<file path="config.mk">
export PLATFORM = sky130hd
export DESIGN_NAME = auth_gate
export DESIGN_NICKNAME = d
export VERILOG_FILES = /design/src/rtl/auth_gate_pkg.sv /design/src/rtl/auth_lfsr.sv /design/src/rtl/auth_core.sv /design/src/rtl/auth_ctrl_reg.sv /design/src/rtl/auth_gate.sv
export SDC_FILE = /design/constraint.sdc
export NUM_CORES = 1
export LEC_CHECK = 0
export BUFFER_PORTS_ARGS = -buffer_cell sky130_fd_sc_hd__buf_2
export CAP_MARGIN = 20
export CORE_ASPECT_RATIO = 0.6
export CORE_MARGIN = 3
export CORE_UTILIZATION = 40
export DETAILED_ROUTE_END_ITERATION = 16
export PLACE_DENSITY = 0.62
export SYNTH_ARGS = -nofsm -noshare
export SYNTH_HDL_FRONTEND = slang
export SYNTH_SLANG_ARGS = --single-unit
</file>
<file path="constraint.sdc">
create_clock -name clk -period 3.6 [get_ports clk]
set_clock_uncertainty 0.2 [all_clocks]
set_input_delay 0.72 -clock clk [delete_from_list [all_inputs] [get_ports clk]]
set_output_delay 0.72 -clock clk [all_outputs]
set_load 0.03 [all_outputs]
</file>
<file path="src/rtl/auth_gate_pkg.sv">
package auth_gate_pkg;

    localparam int DATA_W = 32;
    localparam int ADDR_W = 7;
    localparam int HART_W = 10;

    localparam logic [ADDR_W-1:0] ADDR_CTRL   = 7'h10;
    localparam logic [ADDR_W-1:0] ADDR_STATUS = 7'h11;
    localparam logic [ADDR_W-1:0] ADDR_AUTH   = 7'h30;

    localparam int STATUS_AUTH_BIT = 0;
    localparam int STATUS_BUSY_BIT = 1;

    // right-shift Galois feedback mask (taps 32,22,2,1)
    localparam logic [DATA_W-1:0] LFSR_MASK = 32'h8020_0003;

    // Control register layout, LSB first: active, halt, resume, hart reset, hart select
    typedef struct packed {
        logic [HART_W-1:0] hart_sel;
        logic              hart_reset;
        logic              resume_req;
        logic              halt_req;
        logic              active;
    } ctrl_t;

    localparam int CTRL_W = $bits(ctrl_t);

    typedef enum logic [1:0] {
        SEL_CTRL,
        SEL_STATUS,
        SEL_AUTH,
        SEL_OTHER
    } sel_e;

    function automatic sel_e decode_addr(input logic [ADDR_W-1:0] a);
        if (a == ADDR_CTRL)        return SEL_CTRL;
        else if (a == ADDR_STATUS) return SEL_STATUS;
        else if (a == ADDR_AUTH)   return SEL_AUTH;
        else                       return SEL_OTHER;
    endfunction

    function automatic logic [DATA_W-1:0] lfsr_step(input logic [DATA_W-1:0] s);
        return (s >> 1) ^ (s[0] ? LFSR_MASK : '0);
    endfunction

    function automatic ctrl_t to_ctrl(input logic [DATA_W-1:0] w);
        return ctrl_t'(w[CTRL_W-1:0]);
    endfunction

endpackage

</file>
<file path="src/rtl/auth_lfsr.sv">
module auth_lfsr
    import auth_gate_pkg::*;
#(
    parameter logic [DATA_W-1:0] SEED = 32'hACE1_2468
) (
    input  logic              clk,
    input  logic              rst,
    output logic [DATA_W-1:0] next_val
);
    logic [DATA_W-1:0] state_q;

    // free-running, seeded at reset
    always_ff @(posedge clk) begin
        if (rst) state_q <= SEED;
        else     state_q <= lfsr_step(state_q);
    end

    // Drawing the next state keeps a fresh challenge distinct from the last one
    assign next_val = lfsr_step(state_q);
endmodule

</file>
<file path="src/rtl/auth_core.sv">
module auth_core
    import auth_gate_pkg::*;
#(
    parameter bit                REQUIRE_AUTH = 1'b1,
    parameter logic [DATA_W-1:0] SECRET       = 32'h5A3C_96E1,
    parameter logic [DATA_W-1:0] SEED         = 32'hACE1_2468
) (
    input  logic              clk,
    input  logic              rst,
    input  logic [DATA_W-1:0] fresh_val,
    input  logic              answer_we,
    input  logic [DATA_W-1:0] answer,
    input  logic              restart,
    output logic [DATA_W-1:0] challenge,
    output logic              authed
);
    logic [DATA_W-1:0] expect_w;
    logic              match_w;

    assign expect_w = challenge + SECRET;
    assign match_w  = (answer == expect_w);

    always_ff @(posedge clk) begin
        if (rst) begin
            challenge <= SEED;
            authed    <= !REQUIRE_AUTH;
        end else if (restart) begin
            challenge <= fresh_val;
            authed    <= !REQUIRE_AUTH;
        end else if (answer_we && REQUIRE_AUTH) begin
            if (match_w) begin
                authed <= 1'b1;
            end else begin
                authed    <= 1'b0;
                challenge <= fresh_val;
            end
        end
    end
endmodule

</file>
<file path="src/rtl/auth_ctrl_reg.sv">
module auth_ctrl_reg
    import auth_gate_pkg::*;
#(
    parameter bit REQUIRE_AUTH = 1'b1
) (
    input  logic  clk,
    input  logic  rst,
    input  logic  wr_en,
    input  ctrl_t wr_val,
    input  logic  authed,
    output ctrl_t ctrl_q,
    output logic  restart
);
    localparam bit AUTH_AFTER_RESTART = !REQUIRE_AUTH;

    assign restart = wr_en && wr_val.active && !ctrl_q.active;

    always_ff @(posedge clk) begin
        if (rst) begin
            ctrl_q <= '0;
        end else if (wr_en) begin
            if (restart) begin
                // module restart clears fields unless access stays open
                ctrl_q        <= AUTH_AFTER_RESTART ? wr_val : '0;
                ctrl_q.active <= 1'b1;
            end else if (authed && wr_val.active) begin
                ctrl_q <= wr_val;
            end else begin
                ctrl_q.active <= wr_val.active;
            end
        end
    end
endmodule

</file>
<file path="src/rtl/auth_gate.sv">
module auth_gate
    import auth_gate_pkg::*;
#(
    parameter bit                REQUIRE_AUTH = 1'b1,
    parameter logic [DATA_W-1:0] SECRET       = 32'h5A3C_96E1,
    parameter logic [DATA_W-1:0] SEED         = 32'hACE1_2468
) (
    input  logic              clk,
    input  logic              rst,
    input  logic              req_valid,
    input  logic              req_write,
    input  logic [ADDR_W-1:0] req_addr,
    input  logic [DATA_W-1:0] req_wdata,
    output logic              rsp_valid,
    output logic              rsp_err,
    output logic [DATA_W-1:0] rsp_rdata,
    output logic              dn_wr_en,
    output logic [ADDR_W-1:0] dn_addr,
    output logic [DATA_W-1:0] dn_wdata,
    input  logic [DATA_W-1:0] dn_rdata,
    output logic              ctl_active,
    output logic              ctl_halt_req,
    output logic              ctl_resume_req,
    output logic              ctl_hart_reset,
    output logic [HART_W-1:0] ctl_hart_sel
);
    sel_e              sel_w;
    logic              wr_w;
    logic              permitted_w;
    logic              refuse_w;
    logic [DATA_W-1:0] rd_mux_w;
    logic [DATA_W-1:0] fresh_w;
    logic [DATA_W-1:0] chal_q;
    logic              auth_flag;
    logic              restart_w;
    ctrl_t             ctrl_q;

    assign sel_w       = decode_addr(req_addr);
    assign wr_w        = req_valid && req_write;
    assign permitted_w = auth_flag || (sel_w == SEL_CTRL) || (sel_w == SEL_AUTH);
    assign refuse_w    = wr_w && !permitted_w;

    auth_lfsr #(.SEED(SEED)) u_lfsr (
        .clk      (clk),
        .rst      (rst),
        .next_val (fresh_w)
    );

    auth_core #(
        .REQUIRE_AUTH (REQUIRE_AUTH),
        .SECRET       (SECRET),
        .SEED         (SEED)
    ) u_core (
        .clk       (clk),
        .rst       (rst),
        .fresh_val (fresh_w),
        .answer_we (wr_w && (sel_w == SEL_AUTH)),
        .answer    (req_wdata),
        .restart   (restart_w),
        .challenge (chal_q),
        .authed    (auth_flag)
    );

    auth_ctrl_reg #(.REQUIRE_AUTH(REQUIRE_AUTH)) u_ctrl (
        .clk     (clk),
        .rst     (rst),
        .wr_en   (wr_w && (sel_w == SEL_CTRL)),
        .wr_val  (to_ctrl(req_wdata)),
        .authed  (auth_flag),
        .ctrl_q  (ctrl_q),
        .restart (restart_w)
    );

    // forwarding to the downstream space only once access is granted
    assign dn_wr_en = wr_w && (sel_w == SEL_OTHER) && auth_flag;
    assign dn_addr  = req_addr;
    assign dn_wdata = req_wdata;

    always_comb begin
        rd_mux_w = '0;
        unique case (sel_w)
            SEL_CTRL:   rd_mux_w[CTRL_W-1:0] = ctrl_q;
            SEL_STATUS: begin
                rd_mux_w[STATUS_AUTH_BIT] = auth_flag;
                rd_mux_w[STATUS_BUSY_BIT] = 1'b0;
            end
            SEL_AUTH:   rd_mux_w = chal_q;
            default:    rd_mux_w = dn_rdata;
        endcase
    end

    always_ff @(posedge clk) begin
        if (rst) begin
            rsp_valid <= 1'b0;
            rsp_err   <= 1'b0;
            rsp_rdata <= '0;
        end else begin
            rsp_valid <= req_valid;
            rsp_err   <= refuse_w;
            rsp_rdata <= (req_valid && !req_write) ? rd_mux_w : '0;
        end
    end

    assign ctl_active     = ctrl_q.active;
    assign ctl_halt_req   = ctrl_q.halt_req;
    assign ctl_resume_req = ctrl_q.resume_req;
    assign ctl_hart_reset = ctrl_q.hart_reset;
    assign ctl_hart_sel   = ctrl_q.hart_sel;
endmodule

</file>
==> impl_results.md <==
- Post-synthesis simple-gate area fraction: 23.40%
- Seq cells post-synth: 113
- Most frequent cell after synthesis: dfxtp_1
- Syn avg cell area: 8.224 um^2
- DR vias: 6850
- Initial Utilization: 42.03%
- Placed Area: 0.007918 mm^2
- Tot Pwr: 3.434 mW
- DP Worst Slack: 0.1469 ns
- Yosys cell types: 70
- First-pass GRT wire length: 35940 um
- Final Hold Viols: 0
- Core area: 0.01581 mm^2
- Max Cap Viol: 0
- Fmax: 288.0 MHz
- Synth area leader: dfxtp_1
- Initial DRT Pass Iterations: 5
- Fin crit period: 3.473 ns
- Largest net degree at the start of global routing: 40
- Status: finished, final reports clean
- Post-synthesis compound-gate area fraction: 21.58%
- Diode count: 0
- P&R area growth vs syn: 28.17%
- Inst Count DP: 1169
- Switching pwr: 888.1 uW
- CP max FO: 18
- Synth area leaders: dfxtp_1 (34%), nor2_1 (6.1%), a22oi_1 (5.1%)
- Setup violators final: 0
- Maximum VDD drop: 0.2466 mV
- Comb power frac: 11.3%
- Vias in the first global route: 6306
- Final core utilization: 53.87%
- Internal power: 2.546 mW
- Yosys warnings: 0
- Port-buffer cells: 162
- Vias/cell: 5.713
- Crit end category: flip-flop
- Gpl congestion: 1.030
- Worst setup margin: 0.1274 ns
- Switching Share: 25.86%
- Die Span Y: 105.8 um
- Setup TNS: 0 ns
- CTS buffer count: 17
- FF/Latch Area: 0.002262 mm^2
- Worst-path clk slew: 0.06 ns
- Slew margin rel.: 49.35%
- Final Non-Filler Cells: 1199
- Finished Cell Area: 0.008517 mm^2
- Worst Setup SP: u_core.challenge[18]
- H-tree levels: 4
- Drt drc: 0
- Worst Tran Pin Value: 0.7590 ns
- DR iter-0 viols: 580
- Sequential share of power: 38.0%
- Final ANT Viol Nets: 0
- Clock tree from TritonCTS: built
- Remaining Overflow, GRT: 0
- Startpoint types: flip-flop
- Synth async-reset ratio: 0%
- Synth Cell Area: 0.006645 mm^2
- Clock share of power: 50.7%
- Max Root-Sink Buffers: 2
- Initial antenna violation count: 0
- Multi-input logic area: 0.003656 mm^2
- # fillers: 1496
- Total track usage: 25.26%
- Worst Path Arrival: 3.54 ns
- Type of the worst setup path: flip-flop to flip-flop
- Post-DP HPWL: 17490 um
- Unrepaired setup endpoints after global routing: no
- Hold buffers post-CTS: 0
- Pwr Density: 403.2 mW/mm^2
- WHS: 0.2267 ns
- EDFF count, synth: 0
- Most used DFF post-synth: dfxtp_1
- Multiplexer share of the synthesized area: 2.523%
- Xor and xnor area share after synthesis: 6.590%
- Combinational family with the most area after synthesis: simple AND/OR/NAND/NOR gates
- HP Class: flip-flop to flip-flop
- Req. time, crit path: 3.67 ns
- Cell row count: 35
- Post-synth top cells: dfxtp_1 (113), nor2_1 (108), clkbuf_1 (67)
- Layout cells sized above 1: 34.70%
- Synth top area share: 34.04%
- Worst r2r src: u_core.challenge[18]
- Final nets: 1042
- Net Count, Synth: 884
- Synth Area in Adders: 0.3389%
- Syn Inst Count: 808
- Lkg Pwr: 3.547 nW
- DRT Wirelength: 23420 um
- Period utilization: 96.46%
- Die ar.: 0.01825 mm^2
- Per-cell routed wire length: 19.53 um
- Die X-Extent: 172.4 um
- Max-slew violations: 0
- Clock sink count: 113
- Register area share after synthesis: 34.04%
- Root buffer cell: clkbuf_16
- Hold_sp: u_lfsr.state_q[30]
- Number of I/O pins: 163
- Later-pin clock latency in the skew report: 0.42 ns
[cell families (layout without fill, tap and decap cells)]
logic type               Yosys count  after routing
buffers and inverters            151            320
XOR/XNOR                          50             50
multiplexers                      15             15
flip-flops                       113            113
AND/OR/NAND/NOR                  296            296
AO/OA/AOI/OAI                    181            181
adder cells (fa/ha/maj)            2              2
[power by group through the flow]
stage                     Combinational [mW]  Clock, mW  Sequential [mW]
after floorplan                        0.233          0             1.35
after global placement                 0.381          0             1.33
after detailed placement               0.381          0             1.33
after CTS                              0.383       1.76             1.30
after global routing                   0.414       1.81             1.31
final                                  0.387       1.74             1.30
[routing by layer]
metal | vias to the layer above | track usage, % | part of all wire [%]
met5 | - | 0 | 0
met2 | 408 | 32.37 | 38
met4 | 0 | 5.979 | 1.3
met3 | 32 | 9.558 | 12
met1 | 3177 | 38.73 | 48
li1 | 3233 | - | -
[state kept, by name (all words and copies together) (netlist names)]
signal,flops
rsp_valid,1
u_ctrl.ctrl_q,14
u_core.authed,1
rsp_rdata,32
u_lfsr.state_q,32
rsp_err,1
u_core.challenge,32
[timing repair]
item                                    in CTS  in global routing
setup buffers                                0                  0
endpoints found under the hold margin        0                  0
endpoints found under the setup margin       0                 30
resized for setup                            0                  1
[path summary, 6_finish.rpt]
kind	endpoint	slack, ns	depth (start not counted)
max	u_core.challenge[17]	0.13	11
min	u_lfsr.state_q[29]	0.23	1
max reg2reg	u_core.challenge[17]	0.13	11
min reg2reg	u_lfsr.state_q[29]	0.23	1
[critical path, cell delays in order (launching register included)]
cell and delay, ns:
dfxtp_1 0.40, nor4_1 0.42, nand2_1 0.12, buf_4 0.19, a211oi_1 0.32, nand2_1 0.15, a2111oi_0 0.48, buf_4 0.18
and4b_1 0.27, and3_1 0.33, buf_12 0.20, o41ai_1 0.08
[cells in the final DEF, fill, tap and decap left out, drive strengths merged, types with 20 or more instances in the layout]
master	Yosys	final
a32oi	23	23
nor4	29	29
xnor2	32	32
nor2	108	108
a21oi	21	21
buf	57	265
inv	25	25
clkbuf	69	20
nand2	43	43
dfxtp	113	113
a22oi	45	45
[cell type report]
| type | count | area share [%] |
|---|---|---|
| Clock buffer | 20 | 5.362 |
| Tap cell | 222 | 3.261 |
| Clock inverter | 10 | 1.601 |
| Sequential cell | 113 | 26.56 |
| Timing Repair Buffer | 265 | 19.19 |
| Multi-Input combinational cell | 544 | 42.93 |
| Inverter | 25 | 1.102 |
Power figures use the tool's default switching activity.
